## src/rtl/ntc_pkg.sv

```systemverilog
package ntc_pkg;
    typedef enum logic {ST_HALT = 1'b0, ST_RUN = 1'b1} run_state_t;

    localparam int ADR_CTRL     = 0;
    localparam int ADR_STATUS   = 1;
    localparam int ADR_BURST    = 2;
    localparam int ADR_INTERVAL = 3;
    localparam int ADR_TIME_LO  = 4;
    localparam int ADR_TIME_HI  = 5;

    localparam int EN_BIT   = 0;
    localparam int BASE_LSB = 4;
    localparam int ALT_LSB  = 8;
endpackage

```

## src/rtl/ntc_regs.sv

```systemverilog
module ntc_regs
    import ntc_pkg::*;
#(
    parameter int WORD_W = 32,
    parameter int ADDR_W = 3,
    parameter int BASE_W = 4,
    parameter int ALT_W  = 12,
    parameter int BURST_W = 24,
    parameter int CNT_W  = 2 * WORD_W
) (
    input  logic               clk,
    input  logic               rst_n,
    input  logic               wr,
    input  logic               rd,
    input  logic [ADDR_W-1:0]  addr,
    input  logic [WORD_W-1:0]  wdata,
    input  logic [CNT_W-1:0]   cnt_now,
    input  logic               ovf_now,
    input  logic [BURST_W-1:0] burst_now,
    output logic               run_en,
    output logic [BASE_W-1:0]  base_inc,
    output logic [ALT_W-1:0]   alt_inc,
    output logic [WORD_W-1:0]  ival,
    output logic               ld_burst,
    output logic               ld_ival,
    output logic               ld_time,
    output logic [CNT_W-1:0]   ld_val,
    output logic               ovf_wc,
    output logic [WORD_W-1:0]  rdata
);
    localparam int HALF_W = CNT_W / 2;

    run_state_t            state_q, state_d;
    logic [HALF_W-1:0]     hi_pend, hi_snap;
    logic                  wr_ctrl, wr_hi;

    always_comb begin
        wr_ctrl  = wr && (addr == ADDR_W'(ADR_CTRL));
        wr_hi    = wr && (addr == ADDR_W'(ADR_TIME_HI));
        ld_burst = wr && (addr == ADDR_W'(ADR_BURST));
        ld_ival  = wr && (addr == ADDR_W'(ADR_INTERVAL));
        ld_time  = wr && (addr == ADDR_W'(ADR_TIME_LO));
        ovf_wc   = wr && (addr == ADDR_W'(ADR_STATUS)) && wdata[0];
        ld_val   = {hi_pend, wdata[HALF_W-1:0]};
    end

    // run controller: next state
    always_comb begin
        state_d = state_q;
        unique case (state_q)
            ST_HALT: if (wr_ctrl && wdata[EN_BIT])  state_d = ST_RUN;
            ST_RUN:  if (wr_ctrl && !wdata[EN_BIT]) state_d = ST_HALT;
            default: state_d = ST_HALT;
        endcase
    end

    always_ff @(posedge clk) begin
        if (!rst_n) state_q <= ST_HALT;
        else        state_q <= state_d;
    end

    // run controller: outputs
    always_comb begin
        unique case (state_q)
            ST_RUN:  run_en = 1'b1;
            default: run_en = 1'b0;
        endcase
    end

    always_ff @(posedge clk) begin
        if (!rst_n) begin
            base_inc <= '0;
            alt_inc  <= '0;
            ival     <= '0;
            hi_pend  <= '0;
        end else begin
            if (wr_ctrl) begin
                base_inc <= wdata[BASE_LSB +: BASE_W];
                alt_inc  <= wdata[ALT_LSB +: ALT_W];
            end
            if (ld_ival) ival    <= wdata;
            if (wr_hi)   hi_pend <= wdata[HALF_W-1:0];
        end
    end

    always_ff @(posedge clk) begin
        if (!rst_n) begin
            rdata   <= '0;
            hi_snap <= '0;
        end else if (rd) begin
            rdata <= '0;
            case (addr)
                ADDR_W'(ADR_CTRL): begin
                    rdata[EN_BIT]              <= state_q == ST_RUN;
                    rdata[BASE_LSB +: BASE_W]  <= base_inc;
                    rdata[ALT_LSB +: ALT_W]    <= alt_inc;
                end
                ADDR_W'(ADR_STATUS):   rdata[0] <= ovf_now;
                ADDR_W'(ADR_BURST):    rdata[BURST_W-1:0] <= burst_now;
                ADDR_W'(ADR_INTERVAL): rdata <= ival;
                ADDR_W'(ADR_TIME_LO): begin
                    rdata   <= WORD_W'(cnt_now[HALF_W-1:0]);
                    hi_snap <= cnt_now[CNT_W-1:HALF_W];
                end
                ADDR_W'(ADR_TIME_HI):  rdata <= WORD_W'(hi_snap);
                default:               rdata <= '0;
            endcase
        end
    end
endmodule

```

## src/rtl/ntc_rate.sv

```systemverilog
module ntc_rate #(
    parameter int BURST_W = 24,
    parameter int IVAL_W  = 32
) (
    input  logic               clk,
    input  logic               rst_n,
    input  logic               run_en,
    input  logic               ld_burst,
    input  logic [BURST_W-1:0] burst_wdata,
    input  logic               ld_ival,
    input  logic [IVAL_W-1:0]  ival_wdata,
    input  logic [IVAL_W-1:0]  ival,
    output logic [BURST_W-1:0] burst_cnt,
    output logic               use_alt
);
    logic [IVAL_W-1:0] slow_q;
    logic              burst_live, slow_fire;

    always_comb begin
        burst_live = burst_cnt != '0;
        slow_fire  = (ival != '0) && (slow_q == '0);
        use_alt    = run_en && (burst_live || slow_fire);
    end

    always_ff @(posedge clk) begin
        if (!rst_n) begin
            burst_cnt <= '0;
        end else if (ld_burst) begin
            burst_cnt <= burst_wdata;
        end else if (run_en && burst_live) begin
            burst_cnt <= burst_cnt - 1'b1;
        end
    end

    always_ff @(posedge clk) begin
        if (!rst_n) begin
            slow_q <= '0;
        end else if (ld_ival) begin
            slow_q <= (ival_wdata == '0) ? '0 : ival_wdata - 1'b1;
        end else if (run_en && ival != '0) begin
            slow_q <= (slow_q == '0) ? ival - 1'b1 : slow_q - 1'b1;
        end
    end
endmodule

```

## src/rtl/ntc_accum.sv

```systemverilog
module ntc_accum #(
    parameter int CNT_W = 64,
    parameter int INC_W = 12
) (
    input  logic             clk,
    input  logic             rst_n,
    input  logic             run_en,
    input  logic [INC_W-1:0] inc,
    input  logic             clr,
    input  logic             ld,
    input  logic [CNT_W-1:0] ld_val,
    input  logic             ovf_wc,
    output logic [CNT_W-1:0] cnt,
    output logic             ovf
);
    logic [CNT_W:0] sum;
    logic           wrap;

    always_comb begin
        sum  = {1'b0, cnt} + (CNT_W+1)'(inc);
        wrap = run_en && !clr && !ld && sum[CNT_W];
    end

    always_ff @(posedge clk) begin
        if (!rst_n)      cnt <= '0;
        else if (clr)    cnt <= '0;
        else if (ld)     cnt <= ld_val;
        else if (run_en) cnt <= sum[CNT_W-1:0];
    end

    always_ff @(posedge clk) begin
        if (!rst_n)      ovf <= 1'b0;
        else if (wrap)   ovf <= 1'b1;
        else if (ovf_wc) ovf <= 1'b0;
    end
endmodule

```

## src/rtl/ntc_time_counter.sv

```systemverilog
module ntc_time_counter #(
    parameter int WORD_W  = 32,
    parameter int ADDR_W  = 3,
    parameter int BASE_W  = 4,
    parameter int ALT_W   = 12,
    parameter int BURST_W = 24
) (
    input  logic              clk,
    input  logic              rst_n,
    input  logic              reg_wr,
    input  logic              reg_rd,
    input  logic [ADDR_W-1:0] reg_addr,
    input  logic [WORD_W-1:0] reg_wdata,
    input  logic              cnt_clear,
    output logic [WORD_W-1:0] reg_rdata,
    output logic [2*WORD_W-1:0] time_now,
    output logic              ovf_flag
);
    localparam int CNT_W = 2 * WORD_W;

    logic               run_en, use_alt;
    logic [BASE_W-1:0]  base_inc;
    logic [ALT_W-1:0]   alt_inc, inc_sel;
    logic [WORD_W-1:0]  ival;
    logic               ld_burst, ld_ival, ld_time, ovf_wc;
    logic [CNT_W-1:0]   ld_val;
    logic [BURST_W-1:0] burst_cnt;

    ntc_regs #(
        .WORD_W(WORD_W), .ADDR_W(ADDR_W), .BASE_W(BASE_W),
        .ALT_W(ALT_W), .BURST_W(BURST_W), .CNT_W(CNT_W)
    ) u_regs (
        .clk(clk), .rst_n(rst_n), .wr(reg_wr), .rd(reg_rd),
        .addr(reg_addr), .wdata(reg_wdata), .cnt_now(time_now),
        .ovf_now(ovf_flag), .burst_now(burst_cnt), .run_en(run_en),
        .base_inc(base_inc), .alt_inc(alt_inc), .ival(ival),
        .ld_burst(ld_burst), .ld_ival(ld_ival), .ld_time(ld_time),
        .ld_val(ld_val), .ovf_wc(ovf_wc), .rdata(reg_rdata)
    );

    ntc_rate #(.BURST_W(BURST_W), .IVAL_W(WORD_W)) u_rate (
        .clk(clk), .rst_n(rst_n), .run_en(run_en),
        .ld_burst(ld_burst), .burst_wdata(reg_wdata[BURST_W-1:0]),
        .ld_ival(ld_ival), .ival_wdata(reg_wdata), .ival(ival),
        .burst_cnt(burst_cnt), .use_alt(use_alt)
    );

    always_comb inc_sel = use_alt ? alt_inc : ALT_W'(base_inc);

    ntc_accum #(.CNT_W(CNT_W), .INC_W(ALT_W)) u_accum (
        .clk(clk), .rst_n(rst_n), .run_en(run_en), .inc(inc_sel),
        .clr(cnt_clear), .ld(ld_time), .ld_val(ld_val), .ovf_wc(ovf_wc),
        .cnt(time_now), .ovf(ovf_flag)
    );
endmodule

```

## config.mk

```make
export PLATFORM = sky130hd
export DESIGN_NAME = ntc_time_counter
export DESIGN_NICKNAME = d
export VERILOG_FILES = /design/src/rtl/ntc_pkg.sv /design/src/rtl/ntc_regs.sv /design/src/rtl/ntc_rate.sv /design/src/rtl/ntc_accum.sv /design/src/rtl/ntc_time_counter.sv
export SDC_FILE = /design/constraint.sdc
export NUM_CORES = 1
export LEC_CHECK = 0
export CORE_AREA = 5 5 183 185
export CTS_CLUSTER_DIAMETER = 80
export DETAILED_ROUTE_END_ITERATION = 12
export DIE_AREA = 0 0 188 190
export PLACE_DENSITY = 0.69
export RECOVER_POWER = 25
export SYNTH_ARGS = -nofsm -noshare
export SYNTH_HDL_FRONTEND = slang
export SYNTH_SLANG_ARGS = --single-unit
export TNS_END_PERCENT = 30
```

## constraint.sdc

```tcl
create_clock -name clk -period 6.1 [get_ports clk]
set_input_delay 1.525 -clock clk [delete_from_list [all_inputs] [get_ports clk]]
set_output_delay 1.525 -clock clk [all_outputs]
set_load 0.05 [all_outputs]
```

==> impl_metrics.py <==
metrics = {
    "cells_and_area": {
        "fillers": 2948,
        "layout.nets": 2060,
        "layout-drive-gt1-share_pct": 7.41,
        "num_antenna_cells": 0,
        "area_delta_synth_final_pct": 16.3,
    },
    "clock_network": {
        "cts.sinks": 266,
        "clock_path_buffers": 3,
        "cts.repair.resized": 0,
        "postCtsSetupRepairBufs": 0,
        "cts_tree": "yes",
        "cts-root-buf": "clkbuf_16",
        "clock_latency_ns": 0.55,
        "numCtsBuffers": 29,
        "htreeDepth": 1,
        "clk_pin_slew_ns": 0.06,
        "ctsHoldBuffers": 0,
    },
    "logic_synthesis": {
        "syn_inst": 1959,
        "synth_top_area_share_pct": 34.3,
        "async_flop_share_pct": 0,
        "yosysUniqueCellTypes": 89,
        "avgSynthCellArea_um2": 7.93,
        "ys_seq_area_share_pct": 34.3,
        "synthTopCellsByArea": "dfxtp_1 (34%), nand2_1 (7.2%), a21boi_0 (5.7%), xnor2_1 (4.6%), o21ai_0 (4.3%)",
        "yosys_warnings": 0,
        "yosysTopAreaCell": "dfxtp_1",
        "synth-edff-count": 0,
        "ys.flop_type": "dfxtp_1",
        "syn_nets": 2015,
        "synth-seq-cells": 266,
        "synth_area_mm2": 0.0155,
    },
    "floorplan": {
        "row_count": 66,
        "io_pins": 137,
        "die-area_mm2": 0.0357,
        "initial_core_util_pct": 48.7,
        "core-area_mm2": 0.0319,
        "dieHeight_um": 190,
        "die_w_um": 188,
    },
    "timing": {
        "tightestPinTransition_ns": 1.66,
        "slew_viol_final": 33,
        "slew_headroom_pct": -11.0,
        "finalCritPeriodShare_pct": 92.2,
        "rsz0062_at_grt": "no",
        "max_freq_ghz": 0.178,
        "hold_viol": 0,
        "period_needed_ns": 5.63,
        "clock-skew-final_ns": 0.0134,
        "setup_slack_ns": 0.473,
        "fin_tns_setup_ns": 0,
        "setup_viol": 0,
    },
    "grt": {
        "grt_use_total_pct": 28.6,
        "grt_max_degree": 113,
        "grt_pass1_vias": 14700,
        "grt-ovfl-total": 0,
        "grt_pass1_wl_mm": 83.2,
        "antenna_found_initial": 1,
    },
    "run_status": {
        "violations": "capacitance limit, slew limit",
        "status": "complete, but fails checks",
    },
    "pwr": {
        "pwr-share-seq_pct": 41.7,
        "pwr-share-clk_pct": 41.0,
        "swShare_pct": 29.3,
        "combPwrFrac_pct": 17.3,
        "intPower_mw": 3.13,
        "powerDensity_mw_per_mm2": 245,
        "vdd_ir_drop_max_v": 0.000209,
        "p_switching_mw": 1.30,
        "p_leak_nw": 6.25,
    },
    "job": {
        "maxCapViolCount": 1,
    },
    "drt": {
        "ant_nets": 0,
        "drt-total-wl_mm": 53.8,
        "drc_errors": 0,
        "first_pass_iters": 7,
        "drt-initial-drc-count": 1682,
        "detail_route.vias_per_cell": 6.36,
        "routedWlPerCell_um": 22.1,
        "vias": 15500,
    },
    "setup_path": {
        "reg2reg_slack_ns": 0.47,
        "worstPathCellList": "or4_1 > nor4_1 > nand3_1 > o21ai_2 > o21ai_2 > mux2_2 > ha_1 > inv_1 > fa_1 > nor2b_1 > o21ai_0 > a21boi_0 > o31ai_2 > buf_4 > a21o_1 > or4_1 > a31oi_1",
        "crit_slowest_cell": "or4_1",
        "cp_max_fo": 20,
        "worstPathRequired_ns": 6.57,
        "critPathBufInv": 2,
        "crit_path_start_kind": "flop",
        "worstSetupEndpointType": "flop",
        "cp.depth": 17,
        "slowest_delay_ns": 0.64,
        "arrival_ns": 6.09,
        "worstSetupPathType": "flop to flop",
        "r2r_cells": 17,
        "cp_top_family": "simple AND/OR/NAND/NOR gates",
    },
    "place": {
        "gp_congestion": 0.892,
        "place_ws_ns": 0.590,
        "io_buffers": 136,
        "dp_hpwl_mm": 37.9,
    },
    "hold_path": {
        "worstHoldPathCells": 2,
        "holdCritPathClass": "flop to flop",
    },
}
flip-flops by register name, summed over array words and instances (netlist names), named ones only:
name              cells
u_regs.rdata         32
u_accum.cnt          64
u_rate.burst_cnt     24
u_accum.ovf           1
u_regs.ival          32
u_regs.base_inc       4
u_regs.hi_pend       32
u_regs.alt_inc       12
u_rate.slow_q        32
u_regs.hi_snap       32
cell usage after synthesis (15+ instances only):
master and n:
a2111oi_0 20, a211oi_1 33, a21boi_0 117, a21oi_1 126
a31oi_1 25, and2_1 20, clkbuf_1 136, dfxtp_1 266
ha_1 15, inv_1 31, mux2i_1 52, nand2_1 296
nand3_1 31, nand4_1 16, nor2_1 92, nor3_1 50
nor4_1 28, o211a_1 29, o211ai_1 15, o21ai_0 132
o221ai_1 22, or3_1 30, or4_1 37, xnor2_1 82
xor2_1 18
power by group through the flow:
| stage | Clock, mW | Combinational [mW] | Sequential, mW |
|---|---|---|---|
| after floorplan | 0 | 0.497 | 1.92 |
| after global placement | 0 | 0.751 | 1.88 |
| after detailed placement | 0 | 0.757 | 1.88 |
| after CTS | 1.83 | 0.759 | 1.84 |
| after global routing | 1.90 | 0.826 | 1.85 |
| final | 1.81 | 0.766 | 1.84 |
cells in the final DEF (no fill, tap or decap), types with 33 or more instances in the layout:
master,count
dfxtp_1,266
xnor2_1,82
mux2i_1,52
nor2_1,92
a211oi_1,33
a21oi_1,126
clkdlybuf4s50_1,113
nand2_1,296
buf_4,44
nor3_1,50
or4_1,37
o21ai_0,132
a21boi_0,117
routing by layer:
metal | global-route usage (%) | share of wire, % | up-vias
met5 | 0 | 0.030 | -
met1 | 37.6 | 42 | 7392
li1 | - | - | 7260
met4 | 11.8 | 4.4 | 2
met2 | 46.9 | 46 | 678
met3 | 4.97 | 7.8 | 146
final cells by class:
cell class | instances | area [um^2] | area share [%]
multi-input combinational | 1490 | 9400 | 52.0
sequential | 266 | 5330 | 29.5
timing repair buffer | 185 | 1730 | 9.56
clock buffer | 43 | 878 | 4.86
tap | 408 | 510 | 2.83
inverter | 32 | 120 | 0.665
clock inverter | 9 | 103 | 0.568
through the flow:
stage / hold slack (ns) / instances / power, mW / util [%] / instance area, um^2
6_report: 0.457 / 2433 / 4.42 / 56.7 / 18100
5_1_grt: 0.481 / 2433 / 4.57 / 56.7 / 18100
4_1_cts: 0.463 / 2433 / 4.43 / 56.7 / 18100
3_5_place_dp: 0.455 / 2381 / 2.64 / 53.6 / 17100
3_3_place_gp: 0.447 / 2381 / 2.63 / 53.6 / 17100
2_1_floorplan: 0.440 / 1959 / 2.41 / - / 15500
worst reg2reg max path, delay by kind of cell (launching register included):
| family | cells | cell delay, ns |
|---|---|---|
| compound gates | 7 | 1.70 |
| fa+ha+maj | 2 | 0.56 |
| buf+inv | 2 | 0.27 |
| flops | 1 | 0.37 |
| mux | 1 | 0.29 |
| simple gates | 5 | 2.37 |
kinds of logic (layout without fill, tap and decap cells):
group                      Yosys count  in the layout  synth area share, %
buffers and inverters              203            269                 5.41
and+or+nand+nor                    667            667                 20.8
xor gates and xnor gates           100            100                 5.64
AOI/OAI and AO/OA                  640            640                 28.0
DFF                                266            266                 34.3
muxes                               67             67                 4.51
adders and majority gates           16             16                 1.34
worst paths after layout:
path / start / end
worst max-delay path: u_rate.burst_cnt[2]$_SDFFE_PN0P_ / u_accum.cnt[28]$_SDFFE_PP0P_
worst max register to register: u_rate.burst_cnt[2]$_SDFFE_PN0P_ / u_accum.cnt[28]$_SDFFE_PP0P_
worst min register to register: u_regs.hi_pend[23]$_SDFFE_PN0P_ / u_regs.hi_pend[23]$_SDFFE_PN0P_
worst min-delay path: u_regs.hi_pend[23]$_SDFFE_PN0P_ / u_regs.hi_pend[23]$_SDFFE_PN0P_
(Power assumes the default switching activity.)
